$ cat src/rtl/sonet_frame_align.sv
module sonet_frame_align #(
  parameter int FRAME_LEN = 9720,
  parameter int AB_BYTES  = 12,
  parameter int LOS_ZERO  = 1555,
  parameter int OOF_SET   = 4,
  parameter int OOF_CLR   = 2,
  parameter int LOF_SET   = 24,
  parameter int LOF_CLR   = 8,
  localparam int PW = $clog2(FRAME_LEN)
) (
  input  logic          clk,
  input  logic          rst_n,
  input  logic [7:0]    raw_byte,
  input  logic          los_ext,
  output logic [7:0]    data_out,
  output logic          frame_start,
  output logic [PW-1:0] byte_pos,
  output logic          oof,
  output logic          lof,
  output logic          los
);
  localparam int ZW = $clog2(LOS_ZERO + 1);
  localparam int OW = $clog2(((OOF_SET > OOF_CLR) ? OOF_SET : OOF_CLR) + 1);
  localparam int LW = $clog2(((LOF_SET > LOF_CLR) ? LOF_SET : LOF_CLR) + 1);
  localparam logic [7:0]    A1B    = 8'hF6;
  localparam logic [7:0]    A2B    = 8'h28;
  localparam logic [23:0]   PAT    = {A1B, A2B, A2B};
  localparam logic [PW-1:0] P_LAST = PW'(FRAME_LEN - 1);
  localparam logic [PW-1:0] P_A2   = PW'(AB_BYTES);
  localparam logic [PW-1:0] P_END  = PW'(2 * AB_BYTES);
  localparam logic [PW-1:0] P_CHK  = PW'(2 * AB_BYTES - 1);
  localparam logic [PW-1:0] P_HIT  = PW'(AB_BYTES + 1);
  localparam logic [PW-1:0] P_NEXT = PW'(AB_BYTES + 2);
  localparam logic [ZW-1:0] Z_LAST = ZW'(LOS_ZERO - 1);
  localparam logic [ZW-1:0] Z_MAX  = ZW'(LOS_ZERO);
  localparam logic [OW-1:0] E_LAST = OW'(OOF_SET - 1);
  localparam logic [OW-1:0] H_LAST = OW'(OOF_CLR - 1);
  localparam logic [LW-1:0] L_SET  = LW'(LOF_SET - 1);
  localparam logic [LW-1:0] L_CLR  = LW'(LOF_CLR - 1);

  logic [30:0]   win;
  logic [7:0]    hit;
  logic [2:0]    hit_off, off, cand;
  logic          cand_v, acc_bad, chk_en, last_good, los_int;
  logic [PW-1:0] pos, htmr, pos_nx;
  logic [OW-1:0] ecnt, hcnt;
  logic [ZW-1:0] zcnt;
  logic [LW-1:0] lcnt;

  for (genvar k = 0; k < 8; k++) begin : g_cmp
    assign hit[k] = (win[k +: 24] == PAT);
  end

  always_comb begin
    hit_off = 3'd0;
    for (int k = 7; k >= 0; k--)
      if (hit[k]) hit_off = 3'(k);
  end

  wire [7:0] cur_byte   = win[off +: 8];
  wire       tick       = (pos == P_LAST);
  assign     pos_nx     = tick ? '0 : pos + 1'b1;
  wire [7:0] exp_byte   = (pos < P_A2) ? A1B : A2B;
  wire       mism       = (pos < P_END) && (cur_byte != exp_byte);
  wire       bad_nx     = ((pos == '0) ? 1'b0 : acc_bad) | mism;
  wire       at_chk     = !oof && chk_en && (pos == P_CHK);
  wire       sync_good  = at_chk && !bad_nx;
  wire       sync_bad   = at_chk && bad_nx;
  wire       hunt_first = oof && !cand_v && (|hit);
  wire       at_conf    = oof && cand_v && (htmr == P_HIT);
  wire       conf_ok    = at_conf && (win[cand +: 24] == PAT);
  wire       conf_bad   = at_conf && !conf_ok;
  wire       commit     = (conf_ok && hcnt == H_LAST) || (hunt_first && OOF_CLR <= 1);
  wire       zero_now   = (raw_byte == 8'h00);
  wire       los_set    = zero_now && (zcnt >= Z_LAST);

  assign los = los_int | los_ext;

  always_ff @(posedge clk or negedge rst_n) begin
    if (!rst_n) begin
      win <= '0; off <= '0; cand <= '0; cand_v <= 1'b0;
      pos <= '0; htmr <= '0; ecnt <= '0; hcnt <= '0;
      acc_bad <= 1'b0; chk_en <= 1'b0; last_good <= 1'b0;
      zcnt <= '0; los_int <= 1'b0; lcnt <= '0;
      oof <= 1'b1; lof <= 1'b0;
      data_out <= '0; frame_start <= 1'b0; byte_pos <= '0;
    end else begin
      win      <= {win[22:0], raw_byte};
      pos      <= commit ? P_NEXT : pos_nx;
      acc_bad  <= bad_nx;
      chk_en   <= commit ? 1'b0 : (chk_en | (pos == '0));
      data_out <= cur_byte;
      byte_pos <= pos;
      frame_start <= (pos == '0) && !oof;
      htmr     <= hunt_first ? P_NEXT : ((htmr == P_LAST) ? '0 : htmr + 1'b1);
      if (commit) off <= hunt_first ? hit_off : cand;

      if (sync_bad) begin
        if (ecnt == E_LAST) begin oof <= 1'b1; ecnt <= '0; end
        else ecnt <= ecnt + 1'b1;
      end else if (sync_good) ecnt <= '0;

      if (commit) begin
        oof <= 1'b0; cand_v <= 1'b0;
      end else if (hunt_first) begin
        cand <= hit_off; cand_v <= 1'b1; hcnt <= OW'(1);
      end else if (conf_ok) hcnt <= hcnt + 1'b1;
      else if (conf_bad) cand_v <= 1'b0;

      zcnt <= zero_now ? ((zcnt == Z_MAX) ? zcnt : zcnt + 1'b1) : '0;
      if (los_set || sync_bad || conf_bad || commit) last_good <= 1'b0;
      else if (hunt_first || conf_ok || sync_good) last_good <= 1'b1;
      if (los_set) los_int <= 1'b1;
      else if ((conf_ok || sync_good) && last_good) los_int <= 1'b0;

      if (tick) begin
        if (lof == oof) lcnt <= '0;
        else if (!lof && lcnt == L_SET) begin lof <= 1'b1; lcnt <= '0; end
        else if (lof && lcnt == L_CLR) begin lof <= 1'b0; lcnt <= '0; end
        else lcnt <= lcnt + 1'b1;
      end
    end
  end

  p_oof_after_bad_r4: assert property (@(posedge clk) disable iff (!rst_n)
    $rose(oof) |-> $past(sync_bad));
  p_lock_on_confirm_r2: assert property (@(posedge clk) disable iff (!rst_n)
    $fell(oof) |-> $past(conf_ok || hunt_first));
  p_pos_step_r3: assert property (@(posedge clk) disable iff (!rst_n)
    frame_start |=> (byte_pos == PW'(1)));
  p_lof_entry_r5: assert property (@(posedge clk) disable iff (!rst_n)
    $rose(lof) |-> $past(oof));
  p_lof_exit_r6: assert property (@(posedge clk) disable iff (!rst_n)
    $fell(lof) |-> !$past(oof));
  p_los_zero_r7: assert property (@(posedge clk) disable iff (!rst_n)
    los_set |=> los);
endmodule

$ cat config.mk
export PLATFORM = sky130hd
export DESIGN_NAME = sonet_frame_align
export DESIGN_NICKNAME = d
export VERILOG_FILES = /design/src/rtl/sonet_frame_align.sv
export SDC_FILE = /design/constraint.sdc
export NUM_CORES = 1
export LEC_CHECK = 0
export ABC_CLOCK_PERIOD_IN_PS = 5000
export BUFFER_PORTS_ARGS = -buffer_cell sky130_fd_sc_hd__clkbuf_2
export CORE_MARGIN = 2
export CORE_UTILIZATION = 60
export DETAILED_ROUTE_END_ITERATION = 6
export PLACE_DENSITY = 0.87
export REMOVE_ABC_BUFFERS = 1
export SLEW_MARGIN = 40
export SYNTH_ARGS = -nofsm -noshare
export SYNTH_HDL_FRONTEND = slang
export SYNTH_SLANG_ARGS = --single-unit
$ cat constraint.sdc
create_clock -name clk -period 5 [get_ports clk]
set_input_delay 1 -clock clk [delete_from_list [all_inputs] [get_ports clk]]
set_output_delay 1 -clock clk [all_outputs]
set_load 0.02 [all_outputs]
== Word level (Yosys, flattened, before mapping) ==
Index checks and enable logic that the tools add are counted.

* $add $sub $neg: 6
* Multiply operators: 0
* Div/mod/pow operators: 0
* Magnitude comparators: 3
* Equality and inequality tests: 22
* Shift-type cells: 2
* Muxes and demuxes: 39
* Bitwise logic cells: 5
* Reduce and logical (&&, ||, !) cells: 43

{| class="wikitable"
|+ Operator list
! kind !! number
|-
| $eq 24x24->1 const B || 9
|-
| $mux 14 || 4
|-
| $mux 3 || 14
|-
| $shiftx 31x4->24 || 1
|-
| $shiftx 31x4->8 || 1
|-
| $add 14x1->14 const B || 2
|-
| $eq 14x14->1 const B || 2
|-
| $mux 11 || 2
|-
| $logic_and 1x1->1 || 17
|-
| $mux 1 || 15
|-
| $mux 5 || 3
|-
| $eq 14x4->1 const B || 1
|-
| $eq 14x5->1 const B || 1
|-
| $logic_not 14->1 || 1
|-
| $lt 14x4->1 const B || 1
|-
| $lt 14x5->1 const B || 1
|-
| $reduce_bool 2->1 || 7
|-
| $add 11x1->11 const B || 1
|-
| $eq 11x11->1 const B || 1
|-
| $ge 11x11->1 const B || 1
|-
| $logic_not 8->1 || 1
|-
| $mux 8 || 1
|-
| $ne 8x8->1 || 1
|-
| $reduce_or 8->1 || 1
|-
| 16 further kinds || 31
|}

* Register bits: 117
* Bits in latches: 0
* Memory bits (writable): 0
* Memory bits (read-only): 0
* Input port bits: 11
* Output and inout port bits: 26
* Word-level logic and storage cells: 139
* Memories kept: 0

== Logic depth before layout (Yosys ltp) ==
* Depth after elaboration: 11
* Depth in mapped cells: 11
* Gate-level depth less buffers: 9

== Worst setup path after synthesis ==
Ideal clock, no wire load.

* Kind: reg2reg
* Start point: register win[11]
* End point: register off[0]
* Library setup time: 0.128 ns
* Data arrival time: 2.588 ns
* Required time: 4.872 ns
* Setup slack: 2.284 ns
* Stages on the path, launching flop included: 9
* Clock period less this slack: 2.716 ns
* Path through: dfrtp_1 buf_6 mux4_2 or3_1 nor4_1 o21ai_1 a2111oi_4 nand2_2 mux2_1

* Longest elaborated chain between the ends: 10
* Elaborated cells on any way between the ends: 23
* Those cells by class: eq/ne: 9; shift: 1; mux: 9; reduce/logical: 4

{| class="wikitable"
|+ RTL lines
! item !! line !! text
|-
| start: declaration || 41 || <nowiki>logic [30:0] win;</nowiki>
|-
| start signal: assignment || 88 || <nowiki>win <= {win[22:0], raw_byte};</nowiki>
|-
| $eq 24x24->1 || 51 || <nowiki>assign hit[k] = (win[k +: 24] == PAT);</nowiki>
|-
| $mux 3 (8 in a row) || 57 || <nowiki>if (hit[k]) hit_off = 3'(k);</nowiki>
|-
| $mux 3 || n/a ||
|-
| end signal: assignment || 96 || <nowiki>if (commit) off <= hunt_first ? hit_off : cand;</nowiki>
|-
| end: declaration || 43 || <nowiki>logic [2:0] hit_off, off, cand;</nowiki>
|}

Parallel ways exist; a longest one is shown, timed or not.
A chain may end at the register's enable or synchronous reset.

== Worst setup path in the final report ==
* Start point: register cand[0]
* End point: register pos[4]

* Longest elaborated chain between the ends: 5

{| class="wikitable"
|+ RTL lines
! item !! line !! text
|-
| start: declaration || 43 ||
|-
| start signal: assignment || 81 || <nowiki>win <= '0; off <= '0; cand <= '0; cand_v <= 1'b0;</nowiki>
|-
| start signal: assignment || 106 || <nowiki>cand <= hit_off; cand_v <= 1'b1; hcnt <= OW'(1);</nowiki>
|-
| $shiftx 31x4->24 || 71 || <nowiki>wire conf_ok = at_conf && (win[cand +: 24] == PAT);</nowiki>
|-
| $eq 24x24->1 || 71 ||
|-
| $logic_and 1x1->1 || 71 ||
|-
| $logic_and 1x1->1 || 73 || <nowiki>wire commit = (conf_ok && hcnt == H_LAST) || (hunt_first && OOF_CLR <= 1);</nowiki>
|-
| $mux 14 || 89 || <nowiki>pos <= commit ? P_NEXT : pos_nx;</nowiki>
|-
| end signal: assignment || 89 ||
|-
| end: declaration || 45 || <nowiki>logic [PW-1:0] pos, htmr, pos_nx;</nowiki>
|}

No other way between the ends.

==> flow_metrics.py <==
metrics = {
    "timing": {
        "drv_slew": 0,
        "finalSetupViolations": 0,
        "rsz0062_at_grt": "no",
        "slew_headroom_pct": 52.84,
        "fin_tns_setup_ps": 0,
        "period_needed_ps": 3437,
        "skew_ps": 8.642,
        "finalHoldViolCount": 0,
        "post-route-period-util_pct": 68.75,
        "fmax_mhz": 290.9,
        "holdWs_ps": 265.5,
        "worst_slew_pin_slew_ps": 707.4,
    },
    "worst_setup_path": {
        "cp.arrival_ps": 3840,
        "path_max_fanout": 22,
        "r2r_setup_slack_ps": 1560,
        "startpoint_type": "flip-flop",
        "criticalPathCategory": "flip-flop to flip-flop",
        "cp-end-kind": "flip-flop",
        "worstPathRequired_ps": 5410,
    },
    "logic_synthesis": {
        "ys_ff_latch": 117,
        "synth_edf_count": 0,
        "syn-cell-area_sq_mm": 0.006510,
        "synth_common_cells": "dfrtp_1, nor2_1, nand2_1, nand3_1, inv_1",
        "synth_area_leaders": "dfrtp_1, mux4_2, mux2i_1, nor2_1, nand2_1",
        "synth.top_cell.area_share_pct": 44.59,
        "synth-main-ff-cell": "dfrtp_1",
        "syn_area_per_cell_sq_um": 10.19,
        "yosysUniqueCellTypes": 72,
        "synthCells": 639,
        "synth_area_leader_cell": "dfrtp_1",
        "yosysSeqAreaShare_pct": 44.99,
        "synth-async-reset-ratio_pct": 100.0,
        "synth_most_common_cell": "dfrtp_1",
        "yosysWarnings": 0,
    },
    "floorplanning": {
        "dieArea_sq_mm": 0.01170,
        "die_w_um": 108.2,
        "rows": 38,
        "ios": 37,
        "core-area_sq_mm": 0.01070,
        "start_util_pct": 60.85,
        "fp.dieH_um": 108.2,
    },
    "routing": {
        "ant_nets": 0,
        "drc": 0,
        "routed_via_density": 6.632,
        "wl_per_cell_um": 20.47,
        "drt_iter0_markers": 565,
        "finalWirelength_um": 16680,
        "met3_length_um": 1310,
        "first_pass_iters": 5,
        "wl_met2_um": 8137,
        "route.vias.total": 5405,
        "wl_met1_um": 6809,
        "highest_layer": "met4",
    },
    "cts": {
        "ctsResizeCount": 0,
        "cts_buffers": 17,
        "cts_sinks": 117,
        "htree_levels": 4,
        "cts_tree": "built",
        "root_buffer": "clkbuf_8",
        "path_clk_slew_ps": 60,
        "postCtsSetupRepairBufs": 0,
        "clk_path_buf_depth": 2,
        "clkLatencyLatePin_ps": 540,
        "cts_hold_buf": 0,
    },
    "placed_design": {
        "gp_congestion": 0.9639,
        "hpwl_um": 10800,
        "io_buffers": 36,
    },
    "grt": {
        "gr-usage-all-layers_pct": 30.28,
        "antenna_found_initial": 0,
        "grt_max_degree": 76,
        "grt_pass1_wl_um": 26860,
        "gr-total-overflow": 0,
        "grt_pass1_vias": 5359,
    },
    "worst_hold_path": {
        "hold_class": "primary input to asynchronous set/reset pin",
    },
    "pwr": {
        "total_power_uw": 2302,
        "power_per_cell_area_mw_per_mm2": 314.6,
        "peakVddDrop_uv": 371.5,
        "p_leak_uw": 0.003013,
    },
    "run": {
        "maxCapViolCount": 0,
    },
    "cells_and_area": {
        "area_growth_pct": 12.42,
        "n_antenna_cell": 0,
        "layout.nets": 683,
        "drive_gt1_share_pct": 16.15,
    },
    "status": {
        "outcome": "complete, no violations",
    },
}
critical path, stage by stage, from the launching register on:
cell and delay (ps):
dfrtp_1 780, buf_4 390, mux4_1 650, nor3_1 340, a21oi_4 130, a2111oi_2 480, or2_1 440, nor2_1 100
power by group:
group | switching, uW | internal, uW | total (uW)
combinational | 55.8 | 37.0 | 92.8
clock | 483 | 722 | 1200
sequential | 41.9 | 963 | 1000
routing by layer:
metal	vias to the layer above	track usage, %
li1	2395	-
met1	2689	39.36
met2	273	48.11
met3	48	8.921
met4	0	11.81
met5	-	0
flip-flops by register name, summed over array words and instances (netlist names):
signal / count
acc_bad: 1
byte_pos: 14
cand: 3
cand_v: 1
chk_en: 1
data_out: 8
ecnt: 3
frame_start: 1
hcnt: 3
htmr: 14
last_good: 1
lcnt: 5
lof: 1
los_int: 1
off: 3
oof: 1
pos: 14
win: 31
zcnt: 11
logic make-up after synthesis:
group / after synthesis / share of synthesized area [%]
buf+inv: 59 / 4.132
fa+ha+maj: 10 / 1.922
mux: 46 / 10.15
simple gates: 288 / 24.77
xor+xnor: 31 / 4.171
compound gates: 88 / 9.860
flops: 117 / 44.99
layout make-up:
type | count | area, sq um
Clock inverter | 15 | 172.7
Timing Repair Buffer | 39 | 209.0
Multi-Input combinational cell | 463 | 3327
Sequential cell | 117 | 2930
Inverter | 24 | 90.09
Clock buffer | 17 | 414.1
Tap cell | 140 | 175.2
Fill cell | 799 | 3379
final timing paths:
check | startpoint | end | depth (start not counted)
setup / recovery | cand[0] | pos[4] | 7
hold / removal | rst_n | data_out[2] | 1
setup reg to reg | cand[0] | pos[4] | 7
hold reg to reg | pos[1] | byte_pos[1] | 0
max in group asynchronous | rst_n | win[27] | 2
min in group clk | pos[1] | byte_pos[1] | 0
metrics by stage:
stage                     worst slack (ps)  cell area (sq um)  std cells  utilization (%)
final                                 1563               7318        815            68.41
after CTS                             1537               7302        815            68.26
after floorplan                       1648               6331        604                -
after detailed placement              1568               6715        783            62.77
after global routing                  1351               7318        815            68.41
after global placement                1677               6711        783            62.74
placed cells by master, fill, tap and decap left out, types with 11 or more instances in the layout:
cell type,instances
clkbuf_16,16
nor4_1,12
nand2_1,52
mux2i_1,21
mux4_2,11
dfrtp_1,115
a21oi_1,20
nand3_1,26
clkbuf_2,35
xor2_1,21
inv_1,24
nor2b_1,11
o21ai_0,16
nand2b_1,14
nand4_1,19
nor2_1,55
nor3_1,19
Power figures use the tool's default switching activity.
